## config.mk

```make
export PLATFORM = sky130hd
export DESIGN_NAME = stkptr_unit
export DESIGN_NICKNAME = d
export VERILOG_FILES = /design/src/rtl/stk_pkg.sv /design/src/rtl/stk_bound_chk.sv /design/src/rtl/stk_frame_fmt.sv /design/src/rtl/stkptr_unit.sv
export SDC_FILE = /design/constraint.sdc
export NUM_CORES = 1
export LEC_CHECK = 0
export BUFFER_PORTS_ARGS = -buffer_cell sky130_fd_sc_hd__buf_2
export CELL_PAD_IN_SITES_DETAIL_PLACEMENT = 0
export CELL_PAD_IN_SITES_GLOBAL_PLACEMENT = 1
export CORE_AREA = 2 2 146 148
export CTS_CLUSTER_DIAMETER = 150
export DETAILED_ROUTE_END_ITERATION = 8
export DIE_AREA = 0 0 148 150
export PLACE_DENSITY = 0.6
export SLEW_MARGIN = 20
export SYNTH_ARGS = -nofsm -noshare
export SYNTH_HDL_FRONTEND = slang
export SYNTH_SLANG_ARGS = --single-unit
```

## constraint.sdc

```tcl
create_clock -name clk -period 4.5 [get_ports clk]
set_clock_uncertainty 0.1 [all_clocks]
set_input_delay 0 -clock clk [delete_from_list [all_inputs] [get_ports clk]]
set_output_delay 0 -clock clk [all_outputs]
set_load 0.02 [all_outputs]
```

## src/rtl/stk_pkg.sv

```systemverilog
package stk_pkg;
    typedef enum logic [2:0] {
        OP_NONE,
        OP_PUSH,
        OP_POP,
        OP_CALL,
        OP_EXC,
        OP_UPPER
    } stk_op_e;
endpackage

```

## src/rtl/stk_bound_chk.sv

```systemverilog
module stk_bound_chk #(
    parameter int DW    = 16,
    parameter int FLOOR = 16'h0800
) (
    input  logic [DW-1:0] addr,
    input  logic [DW-1:0] lim,
    input  logic          lim_on,
    output logic          bad
);
    localparam logic [DW-1:0] FLOOR_V = DW'(FLOOR);

    logic below, above;

    always_comb begin
        below = (addr < FLOOR_V);
        above = lim_on && (addr > lim);
        bad   = below || above;
    end
endmodule

```

## src/rtl/stk_frame_fmt.sv

```systemverilog
module stk_frame_fmt #(
    parameter int DW   = 16,
    parameter int PC_W = 23,
    parameter int ST_W = 8
) (
    input  logic [PC_W-1:0] pc,
    input  logic [ST_W-1:0] status,
    input  logic            with_status,
    output logic [DW-1:0]   lo_word,
    output logic [DW-1:0]   hi_word
);
    localparam int HI_W = PC_W - DW;

    always_comb begin
        lo_word = pc[DW-1:0];
        hi_word = '0;
        hi_word[HI_W-1:0] = pc[PC_W-1:DW];
        if (with_status) begin
            hi_word[DW-1 -: ST_W] = status;
        end
    end
endmodule

```

## src/rtl/stkptr_unit.sv

```systemverilog
module stkptr_unit #(
    parameter int DW       = 16,
    parameter int PC_W     = 23,
    parameter int ST_W     = 8,
    parameter int FLOOR    = 16'h0800,
    parameter int SP_RESET = 16'h0800
) (
    input  logic            clk,
    input  logic            rst_n,
    input  logic            push_req,
    input  logic            pop_req,
    input  logic            call_req,
    input  logic            exc_req,
    input  logic [DW-1:0]   push_data,
    input  logic [PC_W-1:0] pc_in,
    input  logic [ST_W-1:0] status_in,
    input  logic            lim_we,
    input  logic [DW-1:0]   lim_wdata,
    output logic            mem_we,
    output logic            mem_re,
    output logic [DW-1:0]   mem_addr,
    output logic [DW-1:0]   mem_wdata,
    output logic [DW-1:0]   sp_out,
    output logic            busy,
    output logic            trap
);
    import stk_pkg::*;

    localparam logic [DW-1:0] STEP    = DW'(2);
    localparam logic [DW-1:0] ALIGN_M = ~DW'(1);

    typedef struct packed {
        logic [DW-1:0] sp;
        logic [DW-1:0] lim;
        logic [DW-1:0] lim_stage;
        logic          lim_on;
        logic          stage_v;
        logic          phase;
        logic [DW-1:0] upper;
        logic          we;
        logic          re;
        logic          trap;
        logic [DW-1:0] addr;
        logic [DW-1:0] wdata;
    } state_t;

    state_t q, d;

    stk_op_e       op;
    logic [DW-1:0] acc_addr;
    logic          acc_bad;
    logic [DW-1:0] frame_lo, frame_hi;

    // request selection: pending upper word, then exception, call, push, pop
    always_comb begin
        if (q.phase)       op = OP_UPPER;
        else if (exc_req)  op = OP_EXC;
        else if (call_req) op = OP_CALL;
        else if (push_req) op = OP_PUSH;
        else if (pop_req)  op = OP_POP;
        else               op = OP_NONE;
        acc_addr = (op == OP_POP) ? (q.sp - STEP) : q.sp;
    end

    stk_bound_chk #(.DW(DW), .FLOOR(FLOOR)) u_bound (
        .addr   (acc_addr),
        .lim    (q.lim),
        .lim_on (q.lim_on),
        .bad    (acc_bad)
    );

    stk_frame_fmt #(.DW(DW), .PC_W(PC_W), .ST_W(ST_W)) u_frame (
        .pc          (pc_in),
        .status      (status_in),
        .with_status (op == OP_EXC),
        .lo_word     (frame_lo),
        .hi_word     (frame_hi)
    );

    always_comb begin
        d       = q;
        d.we    = 1'b0;
        d.re    = 1'b0;
        d.trap  = 1'b0;
        d.addr  = '0;
        d.wdata = '0;
        d.phase = 1'b0;

        if (op != OP_NONE) begin
            if (acc_bad) begin
                d.trap = 1'b1;
            end else begin
                d.addr = acc_addr;
                unique case (op)
                    OP_PUSH: begin
                        d.we    = 1'b1;
                        d.wdata = push_data;
                        d.sp    = q.sp + STEP;
                    end
                    OP_POP: begin
                        d.re = 1'b1;
                        d.sp = acc_addr;
                    end
                    OP_CALL, OP_EXC: begin
                        d.we    = 1'b1;
                        d.wdata = frame_lo;
                        d.sp    = q.sp + STEP;
                        d.phase = 1'b1;
                        d.upper = frame_hi;
                    end
                    OP_UPPER: begin
                        d.we    = 1'b1;
                        d.wdata = q.upper;
                        d.sp    = q.sp + STEP;
                    end
                    default: ;
                endcase
            end
        end

        // bound update lands one cycle after the staging register
        if (q.stage_v) begin
            d.lim     = q.lim_stage;
            d.lim_on  = 1'b1;
            d.stage_v = 1'b0;
        end
        if (lim_we) begin
            d.lim_stage = lim_wdata & ALIGN_M;
            d.stage_v   = 1'b1;
        end
    end

    always_ff @(posedge clk or negedge rst_n) begin
        if (!rst_n) begin
            q           <= '0;
            q.sp        <= DW'(SP_RESET) & ALIGN_M;
        end else begin
            q <= d;
        end
    end

    assign mem_we    = q.we;
    assign mem_re    = q.re;
    assign mem_addr  = q.addr;
    assign mem_wdata = q.wdata;
    assign sp_out    = q.sp;
    assign busy      = q.phase;
    assign trap      = q.trap;
endmodule

```

### Word level (Yosys, flattened, before mapping)

Cells that the tools add are included.

| cells by class | value |
|---|---|
| bitwise gates (word level) | 1 |
| reduce and logical (&&, ||, !) cells | 8 |
| add/sub/neg operators | 2 |
| magnitude comparators | 2 |
| eq/ne operators | 5 |
| muxes and demuxes | 17 |

Operators with widths:

| cell | number |
|---|---|
| $mux W52 | 1 |
| $pmux W16 S3 | 1 |
| $mux W32 | 1 |
| $pmux W16 S2 | 1 |
| $mux W19 | 1 |
| $mux W17 | 1 |
| $add A16 B2 Y16 const B | 1 |
| $gt A16 B16 Y1 | 1 |
| $lt A16 B12 Y1 const B | 1 |
| $mux W16 | 1 |
| $sub A16 B2 Y16 const B | 1 |
| $mux W8 | 1 |
| $eq A3 B2 Y1 const B | 2 |
| $eq A3 B3 Y1 const B | 2 |
| $mux W2 | 3 |
| $mux W3 | 2 |
| $reduce_and A3 Y1 | 2 |
| $mux W1 | 4 |
| $reduce_or A4 Y1 | 1 |
| $eq A3 B1 Y1 const B | 1 |
| $reduce_bool A3 Y1 | 1 |
| $reduce_bool A2 Y1 | 1 |
| $reduce_or A2 Y1 | 1 |
| $logic_and A1 B1 Y1 | 1 |
| 2 further kinds | 2 |

| storage, ports and cells | value |
|---|---|
| input port bits | 70 |
| register bits after elaboration | 99 |
| output and inout bits | 52 |

### Logic depth before layout (Yosys ltp)

Gate-level depths: netlist of the first run.

| logic depth | value |
|---|---|
| depth after elaboration | 12 |
| depth in mapped cells | 16 |
| mapped depth without buffers | 13 |

### Modules after synthesis

A second synthesis of the first run with hierarchy kept.

| unflattened totals | value |
|---|---|
| cells, all modules | 479 |
| area, all modules | 5217.5 um2 |

By module, submodules not included:

| module | cells each | seq. area each (um2) | area each (um2) | times used |
|---|---|---|---|---|
| stkptr_unit | 387 | 2453.6 | 4558.1 | 1 |
| stk_bound_chk | 59 | 0.0 | 425.4 | 1 |
| stk_frame_fmt | 33 | 0.0 | 234.0 | 1 |

### Worst setup path before layout of the first run

Ideal clock, no wire load.

| timing | value |
|---|---|
| kind | register to register |
| start | reg q, in the netlist busy |
| end | reg q, in the netlist sp_out[10] |
| data arrival time | 3895 ps |
| cell stages (with the launch flop) | 14 |
| clock period less this slack | 4128 ps |
| setup time | 132 ps |
| buffers on the path | 2 |
| path slack | 372 ps |
| cell sequence | dfrtp_1 or4_1 clkbuf_1 nor3_1 nor3b_1 xor2_1 ha_1 nand2_1 nor3_1 o31ai_1 a31oi_1 clkbuf_1 nor3_2 xor2_1 |

| on the way | value |
|---|---|
| longest elaborated chain between the ends | 8 |

Ends and longest elaborated chain:

| what | line | source |
|---|---|---|
| start, declared | stkptr_unit.sv:47 | `state_t q, d;` |
| $mux W3 * | stkptr_unit.sv:56 | `if (q.phase) op = OP_UPPER;` |
| $eq A3 B2 Y1 | stkptr_unit.sv:62, stkptr_unit.sv:94 |  |
| $mux W16 | stkptr_unit.sv:62 | `acc_addr = (op == OP_POP) ? (q.sp - STEP) : q.sp;` |
| $gt A16 B16 Y1 | stk_bound_chk.sv:16 | `above = lim_on && (addr > lim);` |
| $logic_and A1 B1 Y1 | stk_bound_chk.sv:16 |  |
| $logic_or A1 B1 Y1 | stk_bound_chk.sv:17 | `bad = below \|\| above;` |
| $not A1 Y1 (no source line) | -- |  |
| $reduce_and A3 Y1 (no source line) | -- |  |

Every way passes the cells marked *; elsewhere a longest branch is shown, timed or not.
A chain may end at the register's enable or synchronous reset.

### Worst setup path after layout of the first run

| timing | value |
|---|---|
| start | reg q, in the netlist sp_out[9] |
| end | reg q, in the netlist sp_out[13] |

| on the way | value |
|---|---|
| longest elaborated chain between the ends | 7 |

Ends and longest elaborated chain:

| what | line |
|---|---|
| $sub A16 B2 Y16 | stkptr_unit.sv:62 |
| $mux W16 | stkptr_unit.sv:62 |
| $gt A16 B16 Y1 | stk_bound_chk.sv:16 |
| $logic_and A1 B1 Y1 | stk_bound_chk.sv:16 |
| $logic_or A1 B1 Y1 | stk_bound_chk.sv:17 |
| $not A1 Y1 (no source line) | -- |
| $reduce_and A3 Y1 (no source line) | -- |

Parallel ways exist; a longest one is shown, timed or not.

==> results of run 1 <==
through the flow:
step	utilization (%)	power [mW]	worst slack (ps)
2_1_floorplan	-	2.07	372
3_3_place_gp	27.2	2.28	422
3_5_place_dp	27.2	2.31	336
4_1_cts	31.8	3.23	310
5_1_grt	31.9	3.42	9.96
6_report	31.9	3.19	311
routing by layer:
metal | vias up | global-route usage, %
li1 | 1878 | -
met1 | 1902 | 15.0
met2 | 151 | 22.1
met3 | 10 | 4.60
met4 | 0 | 3.52
met5 | - | 0
final cells by class:
cell class	count	area [um2]	share of cell area, %
Clock buffer	11	233	3.53
Clock inverter	3	67.6	1.02
Inverter	27	101	1.54
Multi-Input combinational cell	274	2040	30.9
Sequential cell	97	2430	36.8
Tap cell	275	344	5.21
Timing Repair Buffer	200	1380	21.0
power groups by stage:
| stage | Clock (mW) | Sequential [mW] | Combinational, mW |
|---|---|---|---|
| after CTS | 0.837 | 1.22 | 1.17 |
| final | 0.807 | 1.21 | 1.17 |
| after global routing | 0.876 | 1.25 | 1.30 |
| after global placement | 0 | 1.22 | 1.06 |
| after floorplan | 0 | 1.18 | 0.887 |
| after detailed placement | 0 | 1.23 | 1.08 |
cell families after synthesis:
group	after synthesis
AND/OR/NAND/NOR	136
AO/OA/AOI/OAI	64
multiplexers	31
XOR/XNOR	24
flip-flops	97
adder cells (fa/ha/maj)	17
buffers and inverters	105
other	1
how the worst max path moves through the flow:
stage | endpoint | slack, ps | cells after the start
4_1_cts | q[36]$_DFFE_PN0P_ | 310 | 12
2_1_floorplan | sp_out[10]$_DFFE_PN0P_ | 370 | 13
6_report | sp_out[13]$_DFFE_PN0P_ | 310 | 12
5_1_grt | q[36]$_DFFE_PN0P_ | 10 | 12
3_3_place_gp | q[35]$_DFFE_PN0P_ | 420 | 12
3_5_place_dp | q[37]$_DFFE_PN0P_ | 340 | 12
synth_stat cells, types with 2 or more instances:
cell type and number:
ha_1 17, or4_1 2, nand3b_1 2, and3_1 4
dfrtp_1 96, buf_6 5, mux2i_1 8, nor2_1 15
xnor2_1 5, nand2_1 31, inv_1 27, or2_2 3
a31oi_1 7, nand4_1 3, o21ai_0 18, and4_1 2
mux2_2 22, a21oi_1 4, o31ai_1 3, nand3_1 8
clkbuf_1 21, or3_1 4, buf_4 49, a222oi_1 15
xor2_1 19, nor3b_1 2, a41oi_1 3, buf_2 2
and2_1 14, nor3_2 9, nor4_1 3, nor3_1 28
a211oi_1 2
timing repair:
item | 4_1_cts | 5_1_grt
endpoints found under the setup margin | 0 | 2
setup buffers | 0 | 2
hold buffers | 65 | 0
endpoints found under the hold margin | 86 | 0
state kept, by name, summed over array words and instances, names as in the netlist:
register / count
mem_we: 1
q: 47
mem_wdata: 16
trap: 1
mem_addr: 15
busy: 1
mem_re: 1
sp_out: 15
layout by cell type, fill, tap and decap left out, drive strengths merged, types with 3 or more instances in the layout:
cell,instances
nor2,15
or4,3
xnor2,5
nand3,9
o21ai,18
xor2,19
or2,3
dlygate4sd3,65
nor4,4
mux2i,8
a211oi,3
nand2,31
nor3,38
a21oi,4
mux2,23
a41oi,3
and3,4
or3,4
a222oi,15
buf,135
o31ai,3
ha,17
dfrtp,96
inv,27
a31oi,7
nand4,3
and2,14
clkbuf,11
==> flow_summary_export.csv, run 1 <==
group,metric,value,unit
outcome,status,"finished, final reports clean",
worst_setup_path,cp_slowest_stage_delay,530,ps
power_and_ir_drop,clock_power_share,25.3,%
timing,setup_violations,0,
clocking,htreeDepth,3,
die,ioPinCount,122,
yosys,syn_inst,475,
worst_setup_path,worst_r2r_startpoint,"sp_out[9]$_DFFE_PN0P_",
power_and_ir_drop,power_frac_seq,38.0,%
power_and_ir_drop,power_density,484,nW/um2
die,fp.dieH,150,um
yosys,synth_fa_ha_area_share,4.20,%
yosys,synth_mux_area_share,6.69,%
placed_design,dp_hpwl,9.79,mm
finish,drive_gt1_share,31.7,%
yosys,synth-seq-cells,97,
drt,dr.max_layer_used,"met4",
yosys,synth_top_area_share,47.4,%
drt,wl_per_cell,15.3,um
timing,min_period_over_period,93.1,%
timing,finalHoldViolations,0,
yosys,synth_area_leaders,"dfrtp_1 (47%), buf_4 (7.3%), mux2_2 (4.9%)",
clocking,numCtsBuffers,9,
drt,drt_iter0_markers,185,
timing,grt_setup_unrepaired,"no",
global_routing,grt_max_degree,60,
finish,fin_area,6600,um2
yosys,yosys_warnings,0,
yosys,synth_top_family_by_area,"simple AND/OR/NAND/NOR gates",
worst_setup_path,reg2regPathDepth,12,
clocking,worst_skew_pair.late_latency,350,ps
die,initial_core_util,24.5,%
yosys,synth_area_per_cell,10.7,um2
yosys,synth_compound_area_share,9.55,%
power_and_ir_drop,peakVddDrop,0.000213,V
hold_path,hp-class,"in2async",
global_routing,grt_pass1_wl,22.1,mm
timing,worst_slew_pin_slew,776,ps
clocking,cts-root-buf,"clkbuf_16",
global_routing,gr-total-overflow,0,
placed_design,globalplace.congestion,0.859,
drt,vias_per_cell,4.44,
yosys,yosysTopAreaCell,"dfrtp_1",
worst_setup_path,r2r_slack,310,ps
global_routing,grt_util_all_layers,12.8,%
drt,wl_met2,6.55,mm
finish,fill_cells,2151,
timing,period_minus_slack,4190,ps
power_and_ir_drop,leakagePower,3.15,nW
die,dieWidth,148,um
finish,fin_cells,887,
yosys,ys_async_sr_fraction,100,%
worst_setup_path,reg2reg_to,"sp_out[13]$_DFFE_PN0P_",
worst_setup_path,cp.arrival,4330,ps
drt,drtPass1Iterations,6,
die,dieArea,22200,um2
worst_setup_path,crit_path_end_kind,"flop",
worst_setup_path,critPathLaunch,"sp_out[9]$_DFFE_PN0P_",
worst_setup_path,cp_cell_sequence,"or3_1 -> or3_1 -> nor4_1 -> xor2_1 -> ha_1 -> nand3_1 -> nor3_1 -> o31ai_1 -> a31oi_2 -> buf_4 -> nor2_1 -> a221oi_1",
drt,postRouteAntennaNets,0,
finish,fin_nets,696,
worst_setup_path,start_kind,"flop",
run,cap_violations,0,
finish,area_growth_syn_to_layout,30.2,%
yosys,syn_area,5070,um2
drt,vias,3941,
yosys,synth-xor-area-share,4.15,%
worst_setup_path,slowest_stage,"nor4_1",
worst_setup_path,cp_common_cell,"or3_1",
die,rows,53,
yosys,ys_types,55,
worst_setup_path,crit_required,4650,ps
clocking,cts_sinks,97,
power_and_ir_drop,p_sw,1.14,mW
placed_design,dp_cells,806,
timing,holdWs,61.5,ps
drt,drc,0,
global_routing,grt_pass1_vias,4268,
yosys,synth_ff_type,"dfrtp_1",
power_and_ir_drop,p_comb_share,36.7,%
worst_setup_path,cp_max_fo,15,
yosys,synthSimpleGateAreaFrac,15.3,%
clocking,clk_pin_slew_worst_paths,70,ps
worst_setup_path,path_class,"reg2reg",
power_and_ir_drop,p_sw_share,35.7,%
yosys,synth-edff-count,0,
clocking,cts_tree,"built",
worst_setup_path,critPathTopFamily,"simple AND/OR/NAND/NOR gates",
die,coreArea,20700,um2
timing,slew_headroom,48.2,%
drt,finalWirelength,13.6,mm
placed_design,post_dp_cell_area,5630,um2
drt,wl_met1,5.76,mm
power_and_ir_drop,p_int,2.05,mW
worst_setup_path,path_buf_inv,1,
timing,fin_tns_setup,0,ps
yosys,synth_seq_area_share,47.9,%
clocking,cts_resized,0,
placed_design,port_buffers,118,
timing,fmax,239,MHz
global_routing,antenna_found_initial,0,
finish,num_antenna_cells,0,
drt,wl_met3,1.11,mm
timing,report.final.slew_viol_count,0,
clocking,cts_max_path_buffers,2,
Power figures use the tool's default switching activity.
==> run 2, diff against run 1 <==
--- a/config.mk
+++ b/config.mk
@@ -5,14 +5,15 @@
 export SDC_FILE = /design/constraint.sdc
 export NUM_CORES = 1
 export LEC_CHECK = 0
+export ABC_AREA = 1
 export BUFFER_PORTS_ARGS = -buffer_cell sky130_fd_sc_hd__buf_2
 export CELL_PAD_IN_SITES_DETAIL_PLACEMENT = 0
 export CELL_PAD_IN_SITES_GLOBAL_PLACEMENT = 1
-export CORE_AREA = 2 2 146 148
+export CORE_AREA = 2 2 154 156
 export CTS_CLUSTER_DIAMETER = 150
 export DETAILED_ROUTE_END_ITERATION = 8
-export DIE_AREA = 0 0 148 150
-export PLACE_DENSITY = 0.6
+export DIE_AREA = 0 0 156 158
+export PLACE_DENSITY = 0.61
 export SLEW_MARGIN = 20
 export SYNTH_ARGS = -nofsm -noshare
 export SYNTH_HDL_FRONTEND = slang
==> run 2 against run 1 <==
Against the previous run: sequential cell count unchanged; first-iteration DRC count up 50%; critical endpoint is now mem_wdata[7]$_DFF_PN0_; non-clock buffer count down 6; hold slack better by 67 ps; sequential share of layout area down 2.7 points; clock-buffer cell count down 1; critical path type is now in2reg; via count up 20%.
==> flow_summary_export.csv, run 2 <==
group,metric,value,unit
timing,worst_slew_pin_slew,923,ps
global_routing,grt_pass1_wl,24.6,mm
die,fp.dieH,158,um
placed_design,port_buffers,118,
outcome,status,"finished, final reports clean",
yosys,ys_async_sr_fraction,100,%
clocking,cts_tree,"built",
worst_setup_path,start_kind,"input pin",
yosys,yosys_warnings,0,
hold_path,hp-class,"in2reg",
placed_design,dp_slack,936,ps
die,coreArea,23100,um2
drt,wl_per_cell,13.7,um
placed_design,globalplace.congestion,0.784,
clocking,numCtsBuffers,9,
clocking,post_cts_buffers,0,
placed_design,dp_hpwl,10.7,mm
timing,setup_violations,0,
global_routing,met3_usage,2.57,%
global_routing,top_usage_layer,"met2",
power_and_ir_drop,peakVddDrop,0.000207,V
die,dieArea,24600,um2
finish,drive_gt1_share,22.7,%
global_routing,gr-total-overflow,0,
hold_path,min-delay-start,"exc_req",
die,ioPinCount,122,
finish,final_common_cell,"nand2_1",
power_and_ir_drop,power_density,509,nW/um2
die,rows,56,
finish,num_antenna_cells,0,
clocking,clk_pin_slew_worst_paths,80,ps
finish,largest_reg_flops,47,
finish,fin_area,7110,um2
timing,fin_tns_setup,0,ps
timing,report.final.slew_viol_count,0,
global_routing,grt_util_all_layers,12.7,%
yosys,synth-edff-count,0,
clocking,htreeDepth,3,
worst_setup_path,reg2regPathDepth,17,
yosys,synth_area_leaders,"dfrtp_1 (43%), nand2_1 (10%), buf_4 (6.7%)",
die,initial_core_util,24.5,%
timing,fmax,245,MHz
yosys,synth-seq-cells,97,
drt,drc,0,
clocking,worst_skew_pair.late_latency,350,ps
yosys,syn_area,5640,um2
power_and_ir_drop,clock_power_share,21.7,%
timing,min_period_over_period,90.6,%
finish,largest-register,"q",
power_and_ir_drop,power_frac_seq,33.7,%
clocking,cts_max_path_buffers,2,
yosys,ys_types,34,
global_routing,grt_max_degree,71,
yosys,yosysTopAreaCell,"dfrtp_1",
drt,postRouteAntennaNets,0,
power_and_ir_drop,finalPower,3.62,mW
yosys,synth_ff_type,"dfrtp_1",
global_routing,gr-usage-met1,16.2,%
finish,final_core_util,30.9,%
timing,period_minus_slack,4080,ps
drt,drt_iter0_markers,277,
placed_design,dp_cells,1025,
finish,area_growth_syn_to_layout,26.1,%
yosys,synth_area_per_cell,8.23,um2
die,dieWidth,156,um
yosys,synth_seq_area_share,43.0,%
worst_setup_path,worst_r2r_startpoint,"sp_out[1]$_DFFE_PN0P_",
worst_setup_path,crit_path_end_kind,"flop",
worst_setup_path,reg2reg_to,"mem_wdata[7]$_DFF_PN0_",
finish,fin_cells,1110,
finish,fin_nets,902,
hold_path,hold_end,"mem_addr[1]$_DFF_PN0_",
timing,slew_headroom,38.5,%
power_and_ir_drop,leakagePower,3.70,nW
worst_setup_path,cp_max_fo,18,
yosys,syn_inst,686,
timing,worst_slack,424,ps
clocking,cts-root-buf,"clkbuf_16",
power_and_ir_drop,p_sw_share,43.2,%
yosys,synth_common_cells,"nand2_1 (150), dfrtp_1 (96), nor2_1 (86)",
drt,vias,4747,
clocking,cts_sinks,97,
power_and_ir_drop,p_int,2.06,mW
run,cap_violations,0,
power_and_ir_drop,p_comb_share,44.6,%
worst_setup_path,cp.arrival,4260,ps
drt,drtPass1Iterations,4,
timing,finalHoldViolations,0,
drt,finalWirelength,15.2,mm
power_and_ir_drop,p_sw,1.57,mW
worst_setup_path,path_class,"in2reg",
worst_setup_path,r2r_slack,700,ps
yosys,synthMostInstantiatedCell,"nand2_1",
finish,mostFrequentLayoutCells,"nand2_1 (150), buf_2 (117), dfrtp_1 (96)",
worst_setup_path,crit_required,4680,ps
placed_design,post_dp_cell_area,6130,um2
global_routing,antenna_found_initial,0,
hold_path,hold_depth,6,
global_routing,met2_usage,21.7,%
drt,vias_per_cell,4.28,
timing,grt_setup_unrepaired,"no",
global_routing,grt_pass1_vias,4703,
timing,holdWs,129,ps
yosys,synth_top_area_share,42.6,%
==> run 2: changes by cell type after synthesis, moves of 9 or more <==
cell      change
a221oi_1     +14
a222oi_1     -15
and2_1       -14
inv_1        +55
nand2_1     +119
nand2_2      +14
nand3_1      +14
nand4_1      +33
nor2_1       +71
nor3_1       -25
nor3_2        -9
o21ai_0       +9
==> run 2: cell type report <==
cell class,instances,area [um2]
inverters,82,308
fillers,2467,15900
clock inverters,6,66.3
clock buffers,10,229
multi-input cells,431,2380
flip-flops and latches,97,2430
well taps,290,363
repair buffers,194,1340
==> run 2: cell families after synthesis <==
| group | after synthesis | synth area share [%] |
|---|---|---|
| xor gates and xnor gates | 15 | 2.33 |
| AOI/OAI and AO/OA | 55 | 5.94 |
| and+or+nand+nor | 328 | 27.2 |
| buffers and inverters | 159 | 14.9 |
| muxes | 14 | 2.79 |
| DFF | 97 | 43.0 |
| other | 1 | 0.0665 |
| adders and majority gates | 17 | 3.77 |
==> run 2: how the worst max path moves through the flow <==
stage / depth (start not counted) / to / start
2_1_floorplan: 18 / q[43]$_DFFE_PN0P_ / busy$_DFF_PN0_
3_3_place_gp: 16 / mem_addr[14]$_DFF_PN0_ / sp_out[1]$_DFFE_PN0P_
3_5_place_dp: 16 / mem_addr[14]$_DFF_PN0_ / sp_out[1]$_DFFE_PN0P_
4_1_cts: 17 / mem_wdata[7]$_DFF_PN0_ / push_req
5_1_grt: 20 / mem_wdata[7]$_DFF_PN0_ / push_req
6_report: 17 / mem_wdata[7]$_DFF_PN0_ / push_req
==> run 2: timing repair <==
item / CTS / global route
hold buffers: 69 / 0
endpoints found under the hold margin: 118 / 0
resized for setup: 0 / 0
==> run 2: routing by layer <==
metal  wire length [um]  vias to the layer above  part of all wire (%)
li1                   -                     2396                     -
met1               6930                     2280                    45
met2               7610                       65                    50
met3                579                        6                   3.8
met4                132                        0                  0.87
met5                  0                        -                     0
==> run 2: critical path, cell delays in order <==
cell,delay [ps]
dlygate4sd3_1,550
buf_2,140
nor2_2,140
dlygate4sd3_1,620
nand3_4,150
nor2_4,220
nand3_1,90
nand2_1,140
inv_1,100
ha_1,280
nand4_1,100
nor2_1,200
a31oi_1,100
nand2_1,410
nand2_4,260
a21oi_1,170
dlygate4sd3_1,550
==> run 2: power groups by stage <==
stage	clock network (mW)	registers, mW	logic [mW]
after floorplan	0	1.19	1.30
after global placement	0	1.24	1.53
after detailed placement	0	1.24	1.54
after CTS	0.821	1.23	1.65
after global routing	0.849	1.25	1.84
final	0.787	1.22	1.61
